### config.mk
export PLATFORM = sky130hd
export DESIGN_NAME = usb_attach_irq
export DESIGN_NICKNAME = d
export VERILOG_FILES = /design/src/rtl/usb_attach_pkg.sv /design/src/rtl/usb_line_sync.sv /design/src/rtl/usb_line_debounce.sv /design/src/rtl/usb_irq_bits.sv /design/src/rtl/usb_attach_irq.sv
export SDC_FILE = /design/constraint.sdc
export NUM_CORES = 1
export LEC_CHECK = 0
export BUFFER_PORTS_ARGS = -buffer_cell sky130_fd_sc_hd__buf_2
export CORE_AREA = 2 2 55 78
export DETAILED_ROUTE_END_ITERATION = 8
export DIE_AREA = 0 0 57 80
export SLEW_MARGIN = 20
export SYNTH_ARGS = -nofsm -noshare
export SYNTH_HDL_FRONTEND = slang
export SYNTH_HIERARCHICAL = 1
export SYNTH_SLANG_ARGS = --single-unit
### constraint.sdc
create_clock -name clk -period 3.8 [get_ports clk]
set_clock_uncertainty 0.2 [all_clocks]
set_input_delay 0.19 -clock clk [delete_from_list [all_inputs] [get_ports clk]]
set_output_delay 0.19 -clock clk [all_outputs]
set_load 0.02 [all_outputs]
### src/rtl/usb_attach_pkg.sv
package usb_attach_pkg;

  typedef enum logic [1:0] {
    LS_SE0 = 2'd0,
    LS_J   = 2'd1,
    LS_K   = 2'd2,
    LS_SE1 = 2'd3
  } line_st_e;

  localparam int BIT_DONE_A = 0;
  localparam int BIT_DONE_B = 1;
  localparam int BIT_SOF    = 4;
  localparam int BIT_ATTACH = 5;
  localparam int BIT_DETRES = 6;
  localparam int BIT_DPLUS  = 7;

  // positions that hold a latched interrupt
  localparam logic [7:0] LATCH_MASK = 8'b0111_0011;

  // decode the two line levels into a bus state; J polarity depends on speed
  function automatic line_st_e classify(input logic dp, input logic dm,
                                        input logic low_spd);
    line_st_e s;
    if (!dp && !dm)      s = LS_SE0;
    else if (dp && dm)   s = LS_SE1;
    else if (dp ^ low_spd) s = LS_J;
    else                 s = LS_K;
    return s;
  endfunction

  // one latched bit: a set request overrides a clear request
  function automatic logic w1c_bit(input logic cur, input logic set,
                                   input logic clr);
    return set | (cur & ~clr);
  endfunction

  // enables actually in force: bit 6 only counts in resume mode
  function automatic logic [7:0] live_enables(input logic [7:0] en,
                                              input logic mode);
    logic [7:0] e;
    e = en & LATCH_MASK;
    e[BIT_DETRES] = e[BIT_DETRES] & mode;
    return e;
  endfunction

endpackage

### src/rtl/usb_line_sync.sv
module usb_line_sync #(
  parameter int STAGES = 2,
  parameter int WIDTH  = 2
) (
  input  logic             clk,
  input  logic             rst_n,
  input  logic [WIDTH-1:0] d,
  output logic [WIDTH-1:0] q
);
  logic [WIDTH-1:0] stg [STAGES];

  always_ff @(posedge clk or negedge rst_n) begin
    if (!rst_n) begin
      for (int i = 0; i < STAGES; i++) stg[i] <= '0;
    end else begin
      stg[0] <= d;
      for (int i = 1; i < STAGES; i++) stg[i] <= stg[i-1];
    end
  end

  assign q = stg[STAGES-1];
endmodule

### src/rtl/usb_line_debounce.sv
module usb_line_debounce
  import usb_attach_pkg::*;
#(
  parameter int CW = 8
) (
  input  logic          clk,
  input  logic          rst_n,
  input  logic          dp,
  input  logic          dm,
  input  logic          low_spd,
  input  logic [CW-1:0] limit,
  output line_st_e      stable_o,
  output logic          commit_o,
  output line_st_e      from_o,
  output line_st_e      to_o
);
  line_st_e      raw;
  line_st_e      cand;
  line_st_e      stable;
  logic [CW-1:0] cnt;
  logic          held;

  assign raw  = classify(dp, dm, low_spd);
  assign held = (raw == cand) && (cnt == limit);

  always_ff @(posedge clk or negedge rst_n) begin
    if (!rst_n) begin
      cand   <= LS_SE0;
      stable <= LS_SE0;
      cnt    <= '0;
    end else if (raw != cand) begin
      cand <= raw;
      cnt  <= '0;
    end else if (cnt != limit) begin
      cnt <= cnt + 1'b1;
    end else if (stable != cand) begin
      stable <= cand;
    end
  end

  assign commit_o = held && (stable != cand);
  assign from_o   = stable;
  assign to_o     = cand;
  assign stable_o = stable;
endmodule

### src/rtl/usb_irq_bits.sv
module usb_irq_bits
  import usb_attach_pkg::*;
#(
  parameter int         W    = 8,
  parameter logic [7:0] MASK = LATCH_MASK
) (
  input  logic         clk,
  input  logic         rst_n,
  input  logic [W-1:0] set,
  input  logic [W-1:0] clr,
  output logic [W-1:0] lat
);
  for (genvar i = 0; i < W; i++) begin : g_bit
    if (MASK[i]) begin : g_latch
      always_ff @(posedge clk or negedge rst_n) begin
        if (!rst_n) lat[i] <= 1'b0;
        else        lat[i] <= w1c_bit(lat[i], set[i], clr[i]);
      end
    end else begin : g_none
      assign lat[i] = 1'b0;
    end
  end
endmodule

### src/rtl/usb_attach_irq.sv
module usb_attach_irq
  import usb_attach_pkg::*;
#(
  parameter int DEB_W     = 8,
  parameter int SYNC_DEPTH = 2
) (
  input  logic             clk,
  input  logic             rst_n,
  input  logic             dp_in,
  input  logic             dm_in,
  input  logic             low_speed,
  input  logic             resume_mode,
  input  logic [DEB_W-1:0] debounce_cycles,
  input  logic             sof_evt,
  input  logic             done_a_evt,
  input  logic             done_b_evt,
  input  logic             wr_en,
  input  logic [7:0]       wr_data,
  input  logic [7:0]       irq_en,
  output logic [7:0]       rd_data,
  output logic             irq
);
  logic [1:0] line_sync;
  logic       dp_sync;
  logic       dm_sync;
  line_st_e   line_stable;
  line_st_e   tr_from;
  line_st_e   tr_to;
  logic       tr_commit;

  // named internal events, observed by the checker
  logic       insert_evt;
  logic       remove_evt;
  logic       resume_evt;
  logic [7:0] evt_set;
  logic [7:0] evt_clr;
  logic [7:0] lat;

  usb_line_sync #(.STAGES(SYNC_DEPTH), .WIDTH(2)) u_sync (
    .clk  (clk),
    .rst_n(rst_n),
    .d    ({dp_in, dm_in}),
    .q    (line_sync)
  );
  assign dp_sync = line_sync[1];
  assign dm_sync = line_sync[0];

  usb_line_debounce #(.CW(DEB_W)) u_deb (
    .clk     (clk),
    .rst_n   (rst_n),
    .dp      (dp_sync),
    .dm      (dm_sync),
    .low_spd (low_speed),
    .limit   (debounce_cycles),
    .stable_o(line_stable),
    .commit_o(tr_commit),
    .from_o  (tr_from),
    .to_o    (tr_to)
  );

  assign insert_evt = tr_commit && (tr_from == LS_SE0) && (tr_to == LS_J);
  assign remove_evt = tr_commit && (tr_from == LS_J)   && (tr_to == LS_SE0);
  assign resume_evt = tr_commit && (tr_from == LS_J)   && (tr_to == LS_K)
                      && resume_mode;

  always_comb begin
    evt_set = '0;
    evt_set[BIT_DONE_A] = done_a_evt;
    evt_set[BIT_DONE_B] = done_b_evt;
    evt_set[BIT_SOF]    = sof_evt;
    evt_set[BIT_ATTACH] = insert_evt | remove_evt;
    evt_set[BIT_DETRES] = resume_evt;
  end

  assign evt_clr = wr_en ? wr_data : 8'h00;

  usb_irq_bits #(.W(8), .MASK(LATCH_MASK)) u_bits (
    .clk  (clk),
    .rst_n(rst_n),
    .set  (evt_set),
    .clr  (evt_clr),
    .lat  (lat)
  );

  always_comb begin
    rd_data = lat;
    rd_data[BIT_DPLUS]  = dp_sync;
    rd_data[BIT_DETRES] = resume_mode ? lat[BIT_DETRES]
                                      : (line_stable == LS_SE0);
  end

  assign irq = |(lat & live_enables(irq_en, resume_mode));
endmodule

======== Word-level counts from Yosys, hierarchy flattened ========
Index checks and enable logic that the tools add are counted.
storage, ports and cells
  bits in registers ....................... 21
  input port bits ......................... 34
  output and inout port bits .............. 9
  word-level logic and storage cells ...... 64
cells by class
  $add $sub $neg .......................... 1
  eq/ne operators ......................... 8
  mux-type cells .......................... 7
  bitwise gates (word level) .............. 21
  reductions and logical operators ........ 17
operator list
  operator               count
  $mux W8                2
  $logic_and A1 B1 Y1    10
  $add A8 B1 Y8 const B  1
  $eq A8 B8 Y1           1
  $ne A8 B8 Y1           1
  $reduce_or A8 Y1       1
  $and A7 B7 Y7          1
  $mux W7                1
  $not A1 Y1             7
  $and A1 B1 Y1          6
  $mux W2                3
  $or A1 B1 Y1           6
  $eq A2 B1 Y1 const B   2
  $logic_not A2 Y1       2
  $ne A2 B2 Y1           2
  $reduce_and A3 Y1      1
  $eq A2 B2 Y1           1
  $eq A2 B2 Y1 const B   1
  $logic_not A1 Y1       2
  $reduce_bool A2 Y1     1
  $mux W1                1
  $xor A1 B1 Y1          1

======== Longest topological paths before layout ========
Gate-level depths: netlist of the first run.
  depth in word-level cells ............... 11
  gate-level depth with buffers ........... 8
  mapped depth without buffers ............ 7

======== Hierarchy ========
Netlist of the first run, hierarchy kept.
modules (own cells, without submodules)
  module             times used  cells an instance  area an instance (µm²)
  usb_line_debounce  1           80                 853.3
  usb_irq_bits       1           19                 207.7
  usb_attach_irq     1           20                 127.6
  usb_line_sync      1           6                  115.1

======== Worst setup path after synthesis of the first run ========
Ideal clock, no wire load.
  path type ............................... reg2reg
  start ................................... reg u_sync.stg (netlist bit u_sync/q[1])
  end ..................................... reg u_bits.lat[5]
  library setup time ...................... 64 ps
  data arrival time ....................... 1554 ps
  required time ........................... 3536 ps
  path slack .............................. 1982 ps
  stages on the path, launching flop included .. 9
  path buffers ............................ 1
  period minus slack after synthesis ...... 1818 ps
  path through ............................ dfrtp_1 > buf_4 > mux2_4 > xnor2_4 > nand4_4 > a21oi_1 > nand2b_1 > nor3_2 > a21o_1
on the way
  cells in the longest elaborated chain, start to end .. 11
  elaborated cells between the ends (all ways) .. 16
  classes of those cells .................. eq/ne: 1; mux: 3; bitwise: 3; reduce/logical: 9
ends and longest elaborated chain
  element                                                      line                                        text
  start: declaration                                           usb_line_sync.sv:10                         logic [WIDTH-1:0] stg [STAGES];
  $xor A1 B1 Y1                                                usb_attach_pkg.sv:26                        else if (dp ^ low_spd) s = LS_J;
  $mux W2                                                      usb_attach_pkg.sv:26
  $mux W2                                                      usb_attach_pkg.sv:25                        else if (dp && dm) s = LS_SE1;
  $mux W2 *                                                    usb_attach_pkg.sv:24                        if (!dp && !dm) s = LS_SE0;
  $eq A2 B2 Y1 *                                               usb_line_debounce.sv:24                     assign held = (raw == cand) && (cnt == limit);
  $logic_and A1 B1 Y1 *                                        usb_line_debounce.sv:24
  $logic_and A1 B1 Y1 *                                        usb_line_debounce.sv:41                     assign commit_o = held && (stable != cand);
  via tr_commit                                                usb_attach_irq.sv:29                        logic tr_commit;
  $logic_and A1 B1 Y1, on equally long branches (2 in series)  usb_attach_irq.sv:61, usb_attach_irq.sv:62
  $or A1 B1 Y1 *                                               usb_attach_irq.sv:71                        evt_set[BIT_ATTACH] = insert_evt | remove_evt;
  via evt_set[5]                                               usb_attach_irq.sv:35                        logic [7:0] evt_set;
  $or A1 B1 Y1 *                                               usb_attach_pkg.sv:34                        return set | (cur & ~clr);
  end signal: indexed assignment                               usb_irq_bits.sv:17                          else lat[i] <= w1c_bit(lat[i], set[i], clr[i]);
  end: declaration                                             usb_irq_bits.sv:11                          output logic [W-1:0] lat
Mark *: on every way through the listed nets, which the timed path passes. The rest lies on a longest branch.
A chain may end at the register's enable or synchronous reset.

======== Final worst setup path of the first run ========
  start ................................... reg u_deb.cnt[0]
  end ..................................... reg u_bits.lat[5]
on the way
  cells in the longest elaborated chain, start to end .. 7
  elaborated cells between the ends (all ways) .. 9
  classes of those cells .................. eq/ne: 1; bitwise: 2; reduce/logical: 6
ends and longest elaborated chain
  element                                                      line                                        text
  start: declaration                                           usb_line_debounce.sv:20                     logic [CW-1:0] cnt;
  start signal: assignment                                     usb_line_debounce.sv:35                     cnt <= cnt + 1'b1;
  $eq A8 B8 Y1 *                                               usb_line_debounce.sv:24
  $logic_and A1 B1 Y1 *                                        usb_line_debounce.sv:24
  $logic_and A1 B1 Y1 *                                        usb_line_debounce.sv:41
  via tr_commit                                                usb_attach_irq.sv:29
  $logic_and A1 B1 Y1, on equally long branches (2 in series)  usb_attach_irq.sv:61, usb_attach_irq.sv:62
  $or A1 B1 Y1 *                                               usb_attach_irq.sv:71
  via evt_set[5]                                               usb_attach_irq.sv:35
  $or A1 B1 Y1 *                                               usb_attach_pkg.sv:34
Marked as above.

==> flow_summary.ini, run 1 <==
[critical_path]
startpoint_type = flip-flop
crit_buf_inv = 0
path_cells = xnor2_1 > and4_1 > nand4_4 > a21oi_1 > nand2b_1 > nor3_2 > a21o_1
crit_arrival_ns = 2.04
cp_max_fo = 8
critPathCaptureType = flip-flop
path_class = flip-flop to flip-flop
cp_slowest_cell = dfrtp_1
path_delay_family = simple AND/OR/NAND/NOR gates
worst_path_largest_cell_delay_ns = 0.43
required_ns = 3.80

[pwr]
clkPwrFrac = 0.298
p_int_w = 0.000355
power.density_mw_per_mm2 = 322
p_seq_frac = 0.497
vdd_drop_max_uv = 172
leakage_nw = 0.679
p_comb_frac = 0.205
p_switching_w = 0.000141
report.power.total_w = 0.000496
swShare = 0.284

[die]
start_util = 0.331
fp.dieH_um = 80
core_area_mm2 = 0.00385
die_area_mm2 = 0.00456
num_rows = 27
io_pins = 43
die_x_um = 57

[route]
drt-pass1-iter-count = 4
drcViolationCount = 0
ant_nets = 0
drt_iter0_drc = 36
viasPerCell = 4.88
routedWlPerCell_um = 12.5
wirelength_mm = 2.48
dr_total_vias = 966

[timing]
fmax_mhz = 491
finalSetupViolations = 0
period_needed_ns = 2.04
maxSlewViolCount = 0
hold_viol = 0
finalSetupTns_ns = 0
grt_setup_unrepaired = no
fin_crit_sh = 0.536

[clocking]
cts_tree = done
cts.sinks = 21
cts_resized = 0
cts_buffers = 3
post_cts_buffers = 0
cts_buffer_depth = 2
cts_root_buf = clkbuf_8
cts-htree-levels = 1
clock_latency_ns = 0.26
clk_pin_slew_worst_paths_ns = 0.08

[worst_hold_path]
hold_class = input pin to flip-flop

[place]
dp_hpwl_mm = 1.93
gp_congestion = 0.775
io_buffers = 34

[final_layout]
drive_gt1_frac = 0.290
syn2layout_area_growth_pct = 20.9
layout.nets = 191
diodes = 0

[synth]
synth_warnings = 6
synth_area_per_cell_um2 = 10.6
synthCells = 120
synthesis.area_mm2 = 0.00127

[global_route]
grt_use_total = 0.121
grt_max_degree = 22
grt-ovfl-total = 0
antenna_found_initial = 0
grt_pass1_vias = 1060
grt_pass1_wl_mm = 4.46

[run_status]
status = complete, no violations

[run]
drv_cap = 0
==> state kept, by name, indices dropped and copies added, names as in the netlist <==
register and flops:
u_deb/cnt 8, u_bits/lat 5, u_deb/from_o 2, u_deb/to_o 2
u_sync/q 2, u_sync/stg 2
==> path summary, 6_finish.rpt <==
check,start,endpoint,slack [ns],cells after the start
max,u_deb/cnt[0],u_bits/lat[5],1.76,7
min,low_speed,u_deb/to_o[1],0.07,2
max reg2reg,u_deb/cnt[0],u_bits/lat[5],1.76,7
min reg2reg,u_sync/stg[2],u_sync/q[0],0.15,0
max in group asynchronous,rst_n,u_deb/cnt[6],2.85,2
min in group asynchronous,rst_n,u_deb/cnt[1],0.22,2
==> through the flow <==
stage	area (um^2)	cells	hold slack, ns	utilization	worst slack, ns
after CTS	1540	198	0.0589	0.400	1.76
final	1540	198	0.0681	0.400	1.76
after global placement	1430	188	-0.0276	0.372	1.85
after global routing	1540	198	0.0635	0.400	1.60
after detailed placement	1430	188	-0.0191	0.372	1.80
after floorplan	1280	121	-0.306	-	1.98
==> worst reg2reg max path, cell delays in order, from the launching register on <==
cell      delay (ns)
dfrtp_1         0.43
xnor2_1         0.24
and4_1          0.43
nand4_4         0.16
a21oi_1         0.15
nand2b_1        0.09
nor3_2          0.16
a21o_1          0.10
==> layer usage <==
metal  up-vias  track usage  wire length (um)  share of wire
met2        38        0.229              1300           0.52
met4         0       0.0302                 0              0
met3         0       0.0243               150          0.060
li1        487            -                 -              -
met5         -            0                 0              0
met1       441        0.136              1030           0.42
==> cell type report <==
type	instances	area, um^2
inverter	5	18.8
tap	43	53.8
clock buffer	3	41.3
fill	385	2310
clock inverter	1	7.51
multi-input combinational	85	663
timing repair buffer	40	230
sequential	21	526
==> power groups by stage <==
stage / registers [W] / logic [W] / clock network (W)
detailed placement: 0.000251 / 0.0000979 / 0
global route: 0.000248 / 0.000113 / 0.000167
global placement: 0.000250 / 0.0000940 / 0
finish: 0.000246 / 0.000102 / 0.000148
floorplan: 0.000250 / 0.0000719 / 0
CTS: 0.000247 / 0.000103 / 0.000160
==> layout by cell type (no fill, tap or decap), drive strengths merged <==
master and instances:
a211oi 1, a21boi 1, a21o 5, a21oi 6
a22oi 2, and2 7, and4 2, buf 34
clkbuf 3, clkinvlp 1, conb 2, dfrtp 21
dlygate4sd3 6, ha 1, inv 5, mux2 4
mux2i 6, nand2 5, nand2b 1, nand3 11
nand3b 6, nand4 4, nand4b 1, nor2 1
nor3 3, o21ai 2, o31ai 1, xnor2 13
==> timing repair <==
action	in CTS	in global routing
setup endpoints to repair	0	0
hold buffers	6	0
hold endpoints to repair	26	0
(Power assumes the default switching activity.)
==> run 2, diff against run 1 <==
Settings changed: ABC_AREA set to 1, CORE_AREA 2 2 55 78 to 2 2 57 81, DIE_AREA 0 0 57 80 to 0 0 59 83.
Clock period 3.8 ns to 2.1 ns, I/O delays scaled along.
==> flow_summary.ini, run 2 <==
[route]
wirelength_mm = 2.81
viasPerCell = 4.29
routedWlPerCell_um = 9.13
dr_total_vias = 1322
drt_iter0_drc = 49
drcViolationCount = 0
drt-pass1-iter-count = 4
ant_nets = 0

[timing]
hold_viol = 0
grt_setup_unrepaired = no
fmax_mhz = 543
finalSetupViolations = 0
fin_crit_sh = 0.877
maxSlewViolCount = 0
finalSetupTns_ns = 0
period_needed_ns = 1.84

[clocking]
cts_buffer_depth = 2
cts.sinks = 21
cts-htree-levels = 1
clock_latency_ns = 0.26
clk_pin_slew_worst_paths_ns = 0.08
cts_tree = done
cts_root_buf = clkbuf_8
post_cts_buffers = 0
cts_buffers = 3

[run]
drv_cap = 0

[pwr]
vdd_drop_max_uv = 236
report.power.total_w = 0.000858
power.density_mw_per_mm2 = 488
leakage_nw = 1.07

[die]
core_area_mm2 = 0.00413
die_x_um = 59
num_rows = 28
io_pins = 43
fp.dieH_um = 83
die_area_mm2 = 0.00490
start_util = 0.334

[global_route]
grt_pass1_wl_mm = 4.88
grt_max_degree = 22
grt_pass1_vias = 1249
grt_use_total = 0.124
grt-ovfl-total = 0
antenna_found_initial = 0

[synth]
synthesis.area_mm2 = 0.00138
synthCells = 215
synth_warnings = 6
synth_area_per_cell_um2 = 6.42

[worst_hold_path]
hold_class = input pin to flip-flop

[critical_path]
worst_path_largest_cell_delay_ns = 0.43
path_cells = inv_1 > nand2_1 > nand2_1 > nor2_1 > nand2_1 > nor2_2 > nand2_1 > nor2_2 > nand2_1 > nor2_2 > nand2_1 > nor2_1 > inv_1 > nand2_1
critPathCaptureType = flip-flop
cp_max_fo = 5
path_class = flip-flop to flip-flop
crit_arrival_ns = 1.84
cp_slowest_cell = dfrtp_1
required_ns = 2.10
path_common_cell = nand2_1
startpoint_type = flip-flop

[final_layout]
fillers = 444
largest_register_ffs = 8
top_regs = u_deb/cnt (8), u_bits/lat (5)
layout_common_cells = 88 x nand2_1, 39 x inv_1, 34 x buf_2
layout.nets = 299
final_common_cell = nand2_1
syn2layout_area_growth_pct = 27.5
drive_gt1_frac = 0.190
regMostFlops = u_deb/cnt
fin_cells = 308
diodes = 0

[place]
gp_congestion = 0.781
dp_cells = 291
io_buffers = 34
dp_hpwl_mm = 2.07

[run_status]
status = complete, no violations
==> run 2: critical path, delay by kind of cell, from the launching register on <==
family                 cells  cell delay, ns
AND/OR/NAND/NOR           12            1.02
buffers and inverters      2            0.13
flip-flops                 1            0.43
==> run 2: what timing repair did <==
item,in CTS,in global routing
setup endpoints to repair,0,2
hold endpoints to repair,30,0
hold buffers,13,0
gates resized for setup,0,3
==> run 2: cell type report <==
type,count,area (um^2),area share
multi-input cells,145,633,0.360
inverters,40,150,0.0853
clock buffers,3,41.3,0.0235
clock inverters,1,7.51,0.00427
flip-flops and latches,21,526,0.299
well taps,45,56.3,0.0320
repair buffers,53,345,0.196
==> run 2: per-layer routing <==
metal / share of wire / global-route usage / routed length [um]
met4: 0.013 / 0.0537 / 37
met3: 0.046 / 0.0187 / 128
met5: 0 / 0 / 0
met1: 0.42 / 0.134 / 1180
met2: 0.52 / 0.228 / 1470
==> run 2: final timing paths <==
check                              start            end  slack, ns  cells past startpoint
setup / recovery            u_deb/cnt[6]  u_bits/lat[6]       0.26                     14
hold / removal                     wr_en  u_bits/lat[6]       0.02                      6
setup reg to reg            u_deb/cnt[6]  u_bits/lat[6]       0.26                     14
hold reg to reg            u_sync/stg[3]    u_sync/q[1]       0.15                      0
max in group asynchronous          rst_n  u_bits/lat[6]       1.23                      2
min in group asynchronous          rst_n  u_bits/lat[0]       0.13                      2
==> run 2: through the flow <==
stage	area (um^2)	util	hold WS, ns	setup WS, ns
4_1_cts	1750	0.424	0.0263	0.160
3_3_place_gp	1570	0.380	-0.103	0.249
2_1_floorplan	1380	-	-0.391	0.275
5_1_grt	1760	0.426	0.0388	0.0443
6_report	1760	0.426	0.0184	0.259
3_5_place_dp	1570	0.380	-0.102	0.245
==> run 2: report_power, final <==
part	switching [W]	total (W)	internal (W)
Clock	0.000137	0.000271	0.000134
Combinational	0.0000834	0.000153	0.0000697
Sequential	0.0000155	0.000434	0.000419
Total	0.000236	0.000858	0.000622
==> run 3, diff against run 2 <==
Settings changed: CTS_BUF_LIST set to sky130_fd_sc_hd__clkbuf_16.
==> flow_summary.ini, run 3 (synthesis gave the netlist of run 2 again) <==
[run_status]
status = complete, no violations

[timing]
maxSlewViolCount = 0
fin_crit_sh = 0.882
finalSetupTns_ns = 0
hold_viol = 0
grt_setup_unrepaired = no
period_needed_ns = 1.85
finalSetupViolations = 0
hold_ws_ns = 0.0277
fmax_mhz = 540

[place]
post_dp_cell_area_mm2 = 0.00157
io_buffers = 34
dp_hpwl_mm = 2.07
gp_congestion = 0.781
dp_cells = 291

[pwr]
power.density_mw_per_mm2 = 557
p_seq_frac = 0.436
vdd_drop_max_uv = 277
leakage_nw = 1.09
p_int_w = 0.000747
report.power.total_w = 0.000999
swShare = 0.252
p_switching_w = 0.000252
p_comb_frac = 0.153
clkPwrFrac = 0.411

[global_route]
antenna_found_initial = 0
grt_max_degree = 22
grt-ovfl-total = 0
grt_use_total = 0.125
grt_pass1_wl_mm = 4.87
grt_pass1_vias = 1248

[clocking]
post_cts_buffers = 0
cts_root_buf = clkbuf_16
cts_buffers = 3
clock_latency_ns = 0.26
cts-htree-levels = 1
cts.sinks = 21
cts_tree = done
clk_pin_slew_worst_paths_ns = 0.06
cts_buffer_depth = 2

[die]
core_area_mm2 = 0.00413
die_area_mm2 = 0.00490
die_x_um = 59
io_pins = 43
num_rows = 28
fp.dieH_um = 83
start_util = 0.334

[run]
drv_cap = 0

[route]
drt_iter0_drc = 32
wirelength_mm = 2.81
viasPerCell = 4.29
drcViolationCount = 0
drt-pass1-iter-count = 4
routedWlPerCell_um = 9.13
dr_total_vias = 1322
ant_nets = 0

[final_layout]
syn2layout_area_growth_pct = 29.9
diodes = 0
layout.nets = 299
final_common_cell = nand2_1
fillers = 438
layout_common_cells = 88 x nand2_1, 39 x inv_1, 34 x buf_2
regMostFlops = u_deb/cnt
fin_cells = 308
top_regs = u_deb/cnt (8), u_bits/lat (5)
largest_register_ffs = 8
finalInstanceArea_mm2 = 0.00179
drive_gt1_frac = 0.190

[critical_path]
cp_max_fo = 5
critPathCaptureType = flip-flop
required_ns = 2.10
startpoint_type = input pin
crit_arrival_ns = 1.85
path_class = input pin to flip-flop

[worst_hold_path]
hold_class = input pin to flip-flop
## run 3: timing repair
action                                  in CTS  in global routing
endpoints found under the setup margin       0                  2
hold buffers                                13                  0
endpoints found under the hold margin       30                  0
resized for setup                            0                  3
## run 3: cell type report
type	instances	area (um^2)	share of cell area
Timing Repair Buffer	53	345	0.193
Tap cell	45	56.3	0.0314
Clock inverter	1	7.51	0.00419
Multi-Input combinational cell	145	633	0.353
Clock buffer	3	75.1	0.0419
Inverter	40	150	0.0837
Sequential cell	21	526	0.293
## run 3: worst paths after layout
| check | start | end | slack [ns] | cells past startpoint |
|---|---|---|---|---|
| min in group asynchronous | rst_n | u_bits/lat[0] | 0.14 | 2 |
| setup / recovery | low_speed | u_bits/lat[6] | 0.25 | 17 |
| max in group asynchronous | rst_n | u_bits/lat[6] | 1.22 | 2 |
| hold / removal | wr_en | u_bits/lat[6] | 0.03 | 6 |
| hold reg to reg | u_sync/stg[2] | u_sync/q[0] | 0.15 | 0 |
| setup reg to reg | u_deb/cnt[6] | u_bits/lat[6] | 0.28 | 14 |
## run 3: power by group through the flow
stage | Clock (W) | Combinational (W) | Sequential [W]
after global placement | 0 | 0.000130 | 0.000442
after detailed placement | 0 | 0.000133 | 0.000443
final | 0.000411 | 0.000153 | 0.000435
after global routing | 0.000441 | 0.000175 | 0.000438
after CTS | 0.000426 | 0.000152 | 0.000435
after floorplan | 0 | 0.0000846 | 0.000444
## run 3: routing by layer
layer / global-route usage / part of all wire / routed length (um) / vias to the layer above
met4: 0.0558 / 0.014 / 38 / 0
met1: 0.132 / 0.43 / 1200 / 573
met5: 0 / 0 / 0 / -
met3: 0.0187 / 0.041 / 114 / 4
li1: - / - / - / 717
met2: 0.231 / 0.52 / 1460 / 28
## run 3: critical path, stage by stage
cell	delay, ns
dlygate4sd3_1	0.53
buf_2	0.14
inv_1	0.07
nand2_1	0.07
nand2_2	0.07
nand2_1	0.04
nand2_1	0.08
nand2_2	0.09
inv_2	0.06
nand2_1	0.07
nor2_2	0.10
nand2_1	0.07
nor2_2	0.11
nand2_1	0.06
nor2_1	0.08
inv_1	0.04
nand2_1	0.05
## run 3: through the flow
stage           util  worst slack (ns)
6_report       0.434             0.248
5_1_grt        0.434            0.0386
4_1_cts        0.432             0.152
3_5_place_dp   0.380             0.245
3_3_place_gp   0.380             0.249
2_1_floorplan      -             0.275
